--- src/rtl/ptw_pkg.sv ---
package ptw_pkg;
  typedef enum logic [1:0] {
    ACC_LOAD  = 2'd0,
    ACC_STORE = 2'd1,
    ACC_FETCH = 2'd2,
    ACC_RSVD  = 2'd3
  } acc_e;

  typedef enum logic [2:0] {
    ST_IDLE,
    ST_RD_L1,
    ST_WT_L1,
    ST_RD_L2,
    ST_WT_L2,
    ST_DONE,
    ST_FAULT
  } walk_st_e;
endpackage

--- src/rtl/ptw_pte_decode.sv ---
module ptw_pte_decode #(
  parameter int PTE_W  = 32,
  parameter int PPN_W  = 22,
  localparam int FLG_W = PTE_W - PPN_W
) (
  input  logic [PTE_W-1:0] pte_i,
  output logic [PPN_W-1:0] ppn_o,
  output logic [FLG_W-1:0] flags_o,
  output logic             valid_o,
  output logic             rsvd_o,
  output logic             ptr_o,
  output logic             r_o,
  output logic             w_o,
  output logic             x_o,
  output logic             u_o
);
  assign ppn_o   = pte_i[PTE_W-1 -: PPN_W];
  assign flags_o = pte_i[FLG_W-1:0];
  assign valid_o = pte_i[0];
  assign r_o     = pte_i[1];
  assign w_o     = pte_i[2];
  assign x_o     = pte_i[3];
  assign u_o     = pte_i[4];
  // write without read is an unassigned encoding
  assign rsvd_o  = pte_i[2] & ~pte_i[1];
  assign ptr_o   = ~(pte_i[1] | pte_i[2] | pte_i[3]);
endmodule

--- src/rtl/ptw_perm_check.sv ---
module ptw_perm_check
  import ptw_pkg::*;
(
  input  acc_e acc_i,
  input  logic user_i,
  input  logic r_i,
  input  logic w_i,
  input  logic x_i,
  input  logic u_i,
  output logic ok_o
);
  logic type_ok;
  always_comb begin
    unique case (acc_i)
      ACC_LOAD:  type_ok = r_i;
      ACC_STORE: type_ok = w_i;
      ACC_FETCH: type_ok = x_i;
      default:   type_ok = 1'b0;
    endcase
  end
  // user pages only from user mode, and user mode only on user pages
  assign ok_o = type_ok & (user_i == u_i);
endmodule

--- src/rtl/ptw_addr_gen.sv ---
module ptw_addr_gen #(
  parameter int PPN_W    = 22,
  parameter int IDX_W    = 10,
  parameter int PTE_LOG2 = 2,
  localparam int ADDR_W  = PPN_W + IDX_W + PTE_LOG2
) (
  input  logic [PPN_W-1:0]  ppn_i,
  input  logic [IDX_W-1:0]  idx_i,
  output logic [ADDR_W-1:0] addr_o
);
  assign addr_o = {ppn_i, idx_i, {PTE_LOG2{1'b0}}};
endmodule

--- src/rtl/ptw_engine.sv ---
module ptw_engine
  import ptw_pkg::*;
#(
  parameter int PA_W     = 34,
  parameter int PG_OFS_W = 12,
  parameter int IDX_W    = 10,
  parameter int PTE_W    = 32,
  localparam int PPN_W   = PA_W - PG_OFS_W,
  localparam int VPN_W   = 2 * IDX_W,
  localparam int FLG_W   = PTE_W - PPN_W,
  localparam int LVLS    = 2,
  localparam int PTE_LOG2 = PG_OFS_W - IDX_W
) (
  input  logic             clk_i,
  input  logic             rst_ni,
  input  logic             req_valid_i,
  input  logic [VPN_W-1:0] req_vpn_i,
  input  logic [1:0]       req_acc_i,
  input  logic             req_user_i,
  input  logic [PPN_W-1:0] root_ppn_i,
  output logic             busy_o,
  output logic             mem_req_o,
  output logic [PA_W-1:0]  mem_addr_o,
  input  logic             mem_rvalid_i,
  input  logic [PTE_W-1:0] mem_rdata_i,
  output logic             done_o,
  output logic             fault_o,
  output logic [PPN_W-1:0] res_ppn_o,
  output logic             res_super_o,
  output logic [FLG_W-1:0] res_flags_o
);
  walk_st_e         state_q, state_d;
  logic [VPN_W-1:0] vpn_q;
  acc_e             acc_q;
  logic             user_q;
  logic [PPN_W-1:0] root_q, ptr_q;
  logic [PPN_W-1:0] res_ppn_q;
  logic             res_super_q;
  logic [FLG_W-1:0] res_flags_q;

  // level 0 index is the upper half of the page number
  logic [IDX_W-1:0] lvl_idx  [LVLS];
  logic [PPN_W-1:0] lvl_base [LVLS];
  logic [PA_W-1:0]  lvl_addr [LVLS];

  assign lvl_idx[0]  = vpn_q[VPN_W-1 -: IDX_W];
  assign lvl_idx[1]  = vpn_q[IDX_W-1:0];
  assign lvl_base[0] = root_q;
  assign lvl_base[1] = ptr_q;

  for (genvar lv = 0; lv < LVLS; lv++) begin : g_lvl
    ptw_addr_gen #(
      .PPN_W(PPN_W), .IDX_W(IDX_W), .PTE_LOG2(PTE_LOG2)
    ) u_ag (
      .ppn_i (lvl_base[lv]),
      .idx_i (lvl_idx[lv]),
      .addr_o(lvl_addr[lv])
    );
  end

  logic [PPN_W-1:0] dec_ppn;
  logic [FLG_W-1:0] dec_flags;
  logic dec_valid, dec_rsvd, dec_ptr, dec_r, dec_w, dec_x, dec_u;

  ptw_pte_decode #(.PTE_W(PTE_W), .PPN_W(PPN_W)) u_dec (
    .pte_i  (mem_rdata_i),
    .ppn_o  (dec_ppn),
    .flags_o(dec_flags),
    .valid_o(dec_valid),
    .rsvd_o (dec_rsvd),
    .ptr_o  (dec_ptr),
    .r_o    (dec_r),
    .w_o    (dec_w),
    .x_o    (dec_x),
    .u_o    (dec_u)
  );

  logic perm_ok;
  ptw_perm_check u_perm (
    .acc_i (acc_q),
    .user_i(user_q),
    .r_i   (dec_r),
    .w_i   (dec_w),
    .x_i   (dec_x),
    .u_i   (dec_u),
    .ok_o  (perm_ok)
  );

  logic super_misal, bad_entry;
  assign super_misal = |dec_ppn[IDX_W-1:0];
  assign bad_entry   = ~dec_valid | dec_rsvd;

  always_comb begin
    state_d = state_q;
    unique case (state_q)
      ST_IDLE:  if (req_valid_i) state_d = ST_RD_L1;
      ST_RD_L1: state_d = ST_WT_L1;
      ST_WT_L1: if (mem_rvalid_i) begin
        if (bad_entry)                   state_d = ST_FAULT;
        else if (dec_ptr)                state_d = ST_RD_L2;
        else if (super_misal || !perm_ok) state_d = ST_FAULT;
        else                             state_d = ST_DONE;
      end
      ST_RD_L2: state_d = ST_WT_L2;
      ST_WT_L2: if (mem_rvalid_i) begin
        if (bad_entry || dec_ptr || !perm_ok) state_d = ST_FAULT;
        else                                  state_d = ST_DONE;
      end
      ST_DONE, ST_FAULT: state_d = ST_IDLE;
      default: state_d = ST_IDLE;
    endcase
  end

  always_ff @(posedge clk_i or negedge rst_ni) begin
    if (!rst_ni) begin
      state_q     <= ST_IDLE;
      vpn_q       <= '0;
      acc_q       <= ACC_LOAD;
      user_q      <= 1'b0;
      root_q      <= '0;
      ptr_q       <= '0;
      res_ppn_q   <= '0;
      res_super_q <= 1'b0;
      res_flags_q <= '0;
    end else begin
      state_q <= state_d;
      if (state_q == ST_IDLE && req_valid_i) begin
        vpn_q  <= req_vpn_i;
        acc_q  <= acc_e'(req_acc_i);
        user_q <= req_user_i;
        root_q <= root_ppn_i;
      end
      if (state_q == ST_WT_L1 && state_d == ST_RD_L2) ptr_q <= dec_ppn;
      if (state_d == ST_DONE) begin
        res_super_q <= (state_q == ST_WT_L1);
        res_flags_q <= dec_flags;
        res_ppn_q   <= (state_q == ST_WT_L1)
                     ? {dec_ppn[PPN_W-1:IDX_W], vpn_q[IDX_W-1:0]}
                     : dec_ppn;
      end
    end
  end

  assign busy_o      = (state_q != ST_IDLE);
  assign mem_req_o   = (state_q == ST_RD_L1) || (state_q == ST_RD_L2);
  assign mem_addr_o  = (state_q == ST_RD_L2) ? lvl_addr[1] : lvl_addr[0];
  assign done_o      = (state_q == ST_DONE);
  assign fault_o     = (state_q == ST_FAULT);
  assign res_ppn_o   = res_ppn_q;
  assign res_super_o = res_super_q;
  assign res_flags_o = res_flags_q;
endmodule

--- config.mk ---
export PLATFORM = sky130hd
export DESIGN_NAME = ptw_engine
export DESIGN_NICKNAME = d
export VERILOG_FILES = /design/src/rtl/ptw_pkg.sv /design/src/rtl/ptw_pte_decode.sv /design/src/rtl/ptw_perm_check.sv /design/src/rtl/ptw_addr_gen.sv /design/src/rtl/ptw_engine.sv
export SDC_FILE = /design/constraint.sdc
export NUM_CORES = 1
export LEC_CHECK = 0
export BUFFER_PORTS_ARGS = -buffer_cell sky130_fd_sc_hd__buf_4
export CAP_MARGIN = 25
export CELL_PAD_IN_SITES_DETAIL_PLACEMENT = 1
export CELL_PAD_IN_SITES_GLOBAL_PLACEMENT = 2
export CORE_ASPECT_RATIO = 1.75
export CORE_MARGIN = 4
export CORE_UTILIZATION = 28
export CTS_CLUSTER_DIAMETER = 30
export DETAILED_ROUTE_END_ITERATION = 16
export GPL_ROUTABILITY_DRIVEN = 0
export PLACE_DENSITY_LB_ADDON = 0.1
export SLEW_MARGIN = 25
export SYNTH_ARGS = -nofsm -noshare
export SYNTH_HDL_FRONTEND = slang
export SYNTH_SLANG_ARGS = --single-unit
export TNS_END_PERCENT = 10
--- constraint.sdc ---
create_clock -name clk_i -period 2.3 [get_ports clk_i]
set_clock_uncertainty 0.15 [all_clocks]
set_input_delay 0.23 -clock clk_i [delete_from_list [all_inputs] [get_ports clk_i]]
set_output_delay 0.23 -clock clk_i [all_outputs]
set_load 0.03 [all_outputs]
==> results.py <==
metrics = {
    "setup_path": {
        "crit_arrival_ps": 2440,
        "crit_type": "reg -> reg",
        "critPathRequiredTime_ps": 2370,
        "critPathMaxStageDelay_ps": 390,
        "crit_chain": "mux2i_1 > o22ai_1 > and3_4 > nand4b_1 > a311oi_4 > buf_6 > buf_12 > mux2_2",
        "crit_fanout": 10,
        "cp-start-kind": "flip-flop",
        "crit_slowest_cell": "dfrtp_1",
        "cp-end-kind": "flip-flop",
    },
    "clock_network": {
        "cts-buffers-inserted": 9,
        "cts_buffer_depth": 2,
        "root_buffer": "clkbuf_16",
        "cts.sinks": 103,
        "clock_latency_ps": 340,
        "htreeDepth": 3,
        "path_clk_slew_ps": 70,
        "tritoncts": "done",
    },
    "final_layout": {
        "layout_commonest_cell": "buf_4",
        "syn2layout_area_growth_pct": 57.4,
        "insertedDiodeCount": 0,
        "nets": 724,
        "fin_cells": 837,
        "postLayoutCoreUtil_pct": 45.2,
        "drive_above_1_share_pct": 44.6,
        "final_cell_mix": "buf_4 (173), nand2_1 (139), dfrtp_1 (101), dlygate4sd3_1 (68), mux2_2 (66)",
    },
    "floorplan": {
        "initial_core_util_pct": 28.7,
        "io_pins": 152,
        "die_w_um": 105,
        "coreArea_um2": 16000,
        "rows": 61,
        "die_height_um": 177,
        "die_area_um2": 18600,
    },
    "power_and_ir_drop": {
        "p_leak_nw": 3.59,
        "powerDensity_nw_per_um2": 1370,
        "power.total_mw": 9.91,
        "ir_worst_vdd_mv": 0.572,
    },
    "global_route": {
        "grt_pass1_wl_um": 24000,
        "antenna_found_initial": 0,
        "gr-usage-all-layers_pct": 16.5,
        "grt_max_degree": 104,
        "grt_overflow": 0,
        "first_global_vias": 4456,
    },
    "timing": {
        "hold_viol": 0,
        "finalCritPeriodShare_pct": 103,
        "fmax_ghz": 0.424,
        "final_max_slew_viol_count": 0,
        "relSlewSlack_pct": 60.7,
        "period_minus_slack_ps": 2360,
        "rsz0062_at_grt": "true",
        "setup_viol": 55,
        "worst_slew_pin_slew_ps": 589,
        "fin_ws_ps": -60.9,
    },
    "synthesis": {
        "synth_ff_type": "dfrtp_1",
        "synth-seq-cells": 103,
        "async_flop_share_pct": 100,
        "syn_area_um2": 4580,
        "yosys.area_share.adder_pct": 0,
        "synth_cells": 402,
        "synth_edf_count": 0,
        "ys_seq_area_share_pct": 56.2,
        "synth_top_family_by_area": "multiplexers",
        "synth_compound_area_share_pct": 2.24,
        "synth_cell_types": 36,
        "synthSimpleGateAreaFrac_pct": 14.7,
        "synthTopCellsByArea": "dfrtp_1 (56%), mux2_2 (16%), nand2_1 (12%)",
        "yosysTopAreaCell": "dfrtp_1",
        "synth_mux_area_share_pct": 23.8,
        "synth_xor_area_share_pct": 0.191,
        "avgSynthCellArea_um2": 11.4,
        "synth_top_area_share_pct": 56.2,
        "yosysWarnings": 0,
    },
    "run_status": {
        "status": "finished, violations left",
        "violations": "setup timing",
    },
    "place": {
        "hpwlAfterDp_um": 10400,
        "dp_cells": 749,
        "io_buffer_count": 149,
    },
    "detailed_routing": {
        "drt-initial-drc-count": 56,
        "viasPerCell": 4.62,
        "wirelength_um": 15500,
        "vias": 3864,
        "drt.antenna.violating_nets": 0,
        "dr.pass1.iters": 4,
        "remaining_drc_errors": 0,
        "detail_route.wl_per_cell_um": 18.5,
    },
    "min_path": {
        "hold_path.class": "in -> reg",
    },
    "run": {
        "maxCapViolCount": 0,
    },
}
[synth_stat cells (2+ instances only)]
cell      number
a21oi_1        2
and2_1         2
buf_1          5
buf_4          2
buf_6          3
clkbuf_1      10
dfrtp_1      103
inv_1          3
mux2_1        29
mux2_2        67
nand2_1      141
nand2b_1       2
nor2_1         5
nor2b_1        3
nor3_2         2
nor4_1         2
or2_2          2
[flip-flops by register name, indices dropped and copies added, names as in the netlist, 2 cells and up]
register     cells
ptr_q           22
lvl_idx         20
state_q          3
res_flags_o     10
root_q          22
acc_q            2
res_ppn_o       22
[area by class of cell]
type                       instances  area [um^2]
inverter                           4         15.0
multi-input combinational        275         1950
sequential                       103         2580
timing repair buffer             250         2140
tap                              189          236
clock inverter                     5         40.0
clock buffer                      11          253
fill                            1734         8740
[power by group]
group / switching [mW] / internal, mW / leakage [nW]
logic: 2.82 / 2.33 / 2.18
clock network: 0.708 / 0.805 / 0.146
registers: 0.560 / 2.68 / 1.26
total: 4.08 / 5.82 / 3.59
[metal layers]
layer  global-route usage [%]  wire (um)
met1                     17.7       5850
met2                     31.0       8370
met3                     3.58        745
met4                     7.06        526
met5                        0          0
[repair_timing]
action | 4_1_cts | 5_1_grt
hold buffers | 68 | 0
setup endpoints to repair | 65 | 65
resized for setup | 4 | 17
hold endpoints to repair | 182 | 0
pin swaps | 1 | 2
setup buffers | 0 | 2
gates cloned | 0 | 2
[stage by stage]
step | hold WS (ps) | TNS, ps | setup WS (ps) | area (um^2)
after global placement | 203 | -1970 | -80.9 | 6110
final | 11.4 | -1380 | -60.9 | 7220
after floorplan | -216 | 0 | 66.9 | 4590
after detailed placement | 209 | -5650 | -207 | 6110
after CTS | -6.76 | -3790 | -93.5 | 7100
after global routing | 17.8 | -6200 | -130 | 7220
[final timing paths]
check	from	to	slack (ps)	depth (start not counted)
setup / recovery	acc_q[1]$_DFFE_PN0P_	res_ppn_o[21]$_DFFE_PN0N_	-60	8
hold / removal	mem_rdata_i[3]	res_flags_o[3]$_DFFE_PN0N_	10	2
setup reg to reg	acc_q[1]$_DFFE_PN0P_	res_ppn_o[21]$_DFFE_PN0N_	-60	8
hold reg to reg	root_q[3]$_DFFE_PN0P_	root_q[3]$_DFFE_PN0P_	320	2
max in group asynchronous	rst_ni	ptr_q[8]$_DFFE_PN0P_	1180	3
min in group asynchronous	rst_ni	lvl_idx[19]$_DFFE_PN0P_	350	3
[kinds of logic (layout without fill, tap and decap cells)]
| logic type | count (synthesis) | count (layout) |
|---|---|---|
| AO/OA/AOI/OAI | 11 | 11 |
| buffers and inverters | 25 | 270 |
| multiplexers | 97 | 97 |
| AND/OR/NAND/NOR | 164 | 164 |
| flip-flops | 103 | 103 |
| other | 1 | 2 |
| XOR/XNOR | 1 | 1 |
[worst max-delay path, delay by kind of cell, from the launching register on]
| kind | cells | cell delay (ps) |
|---|---|---|
| muxes | 2 | 460 |
| buffers and inverters | 2 | 330 |
| AOI/OAI and AO/OA | 2 | 470 |
| DFF | 1 | 390 |
| and+or+nand+nor | 2 | 430 |
No activity file was read; power rests on OpenSTA's default activity.
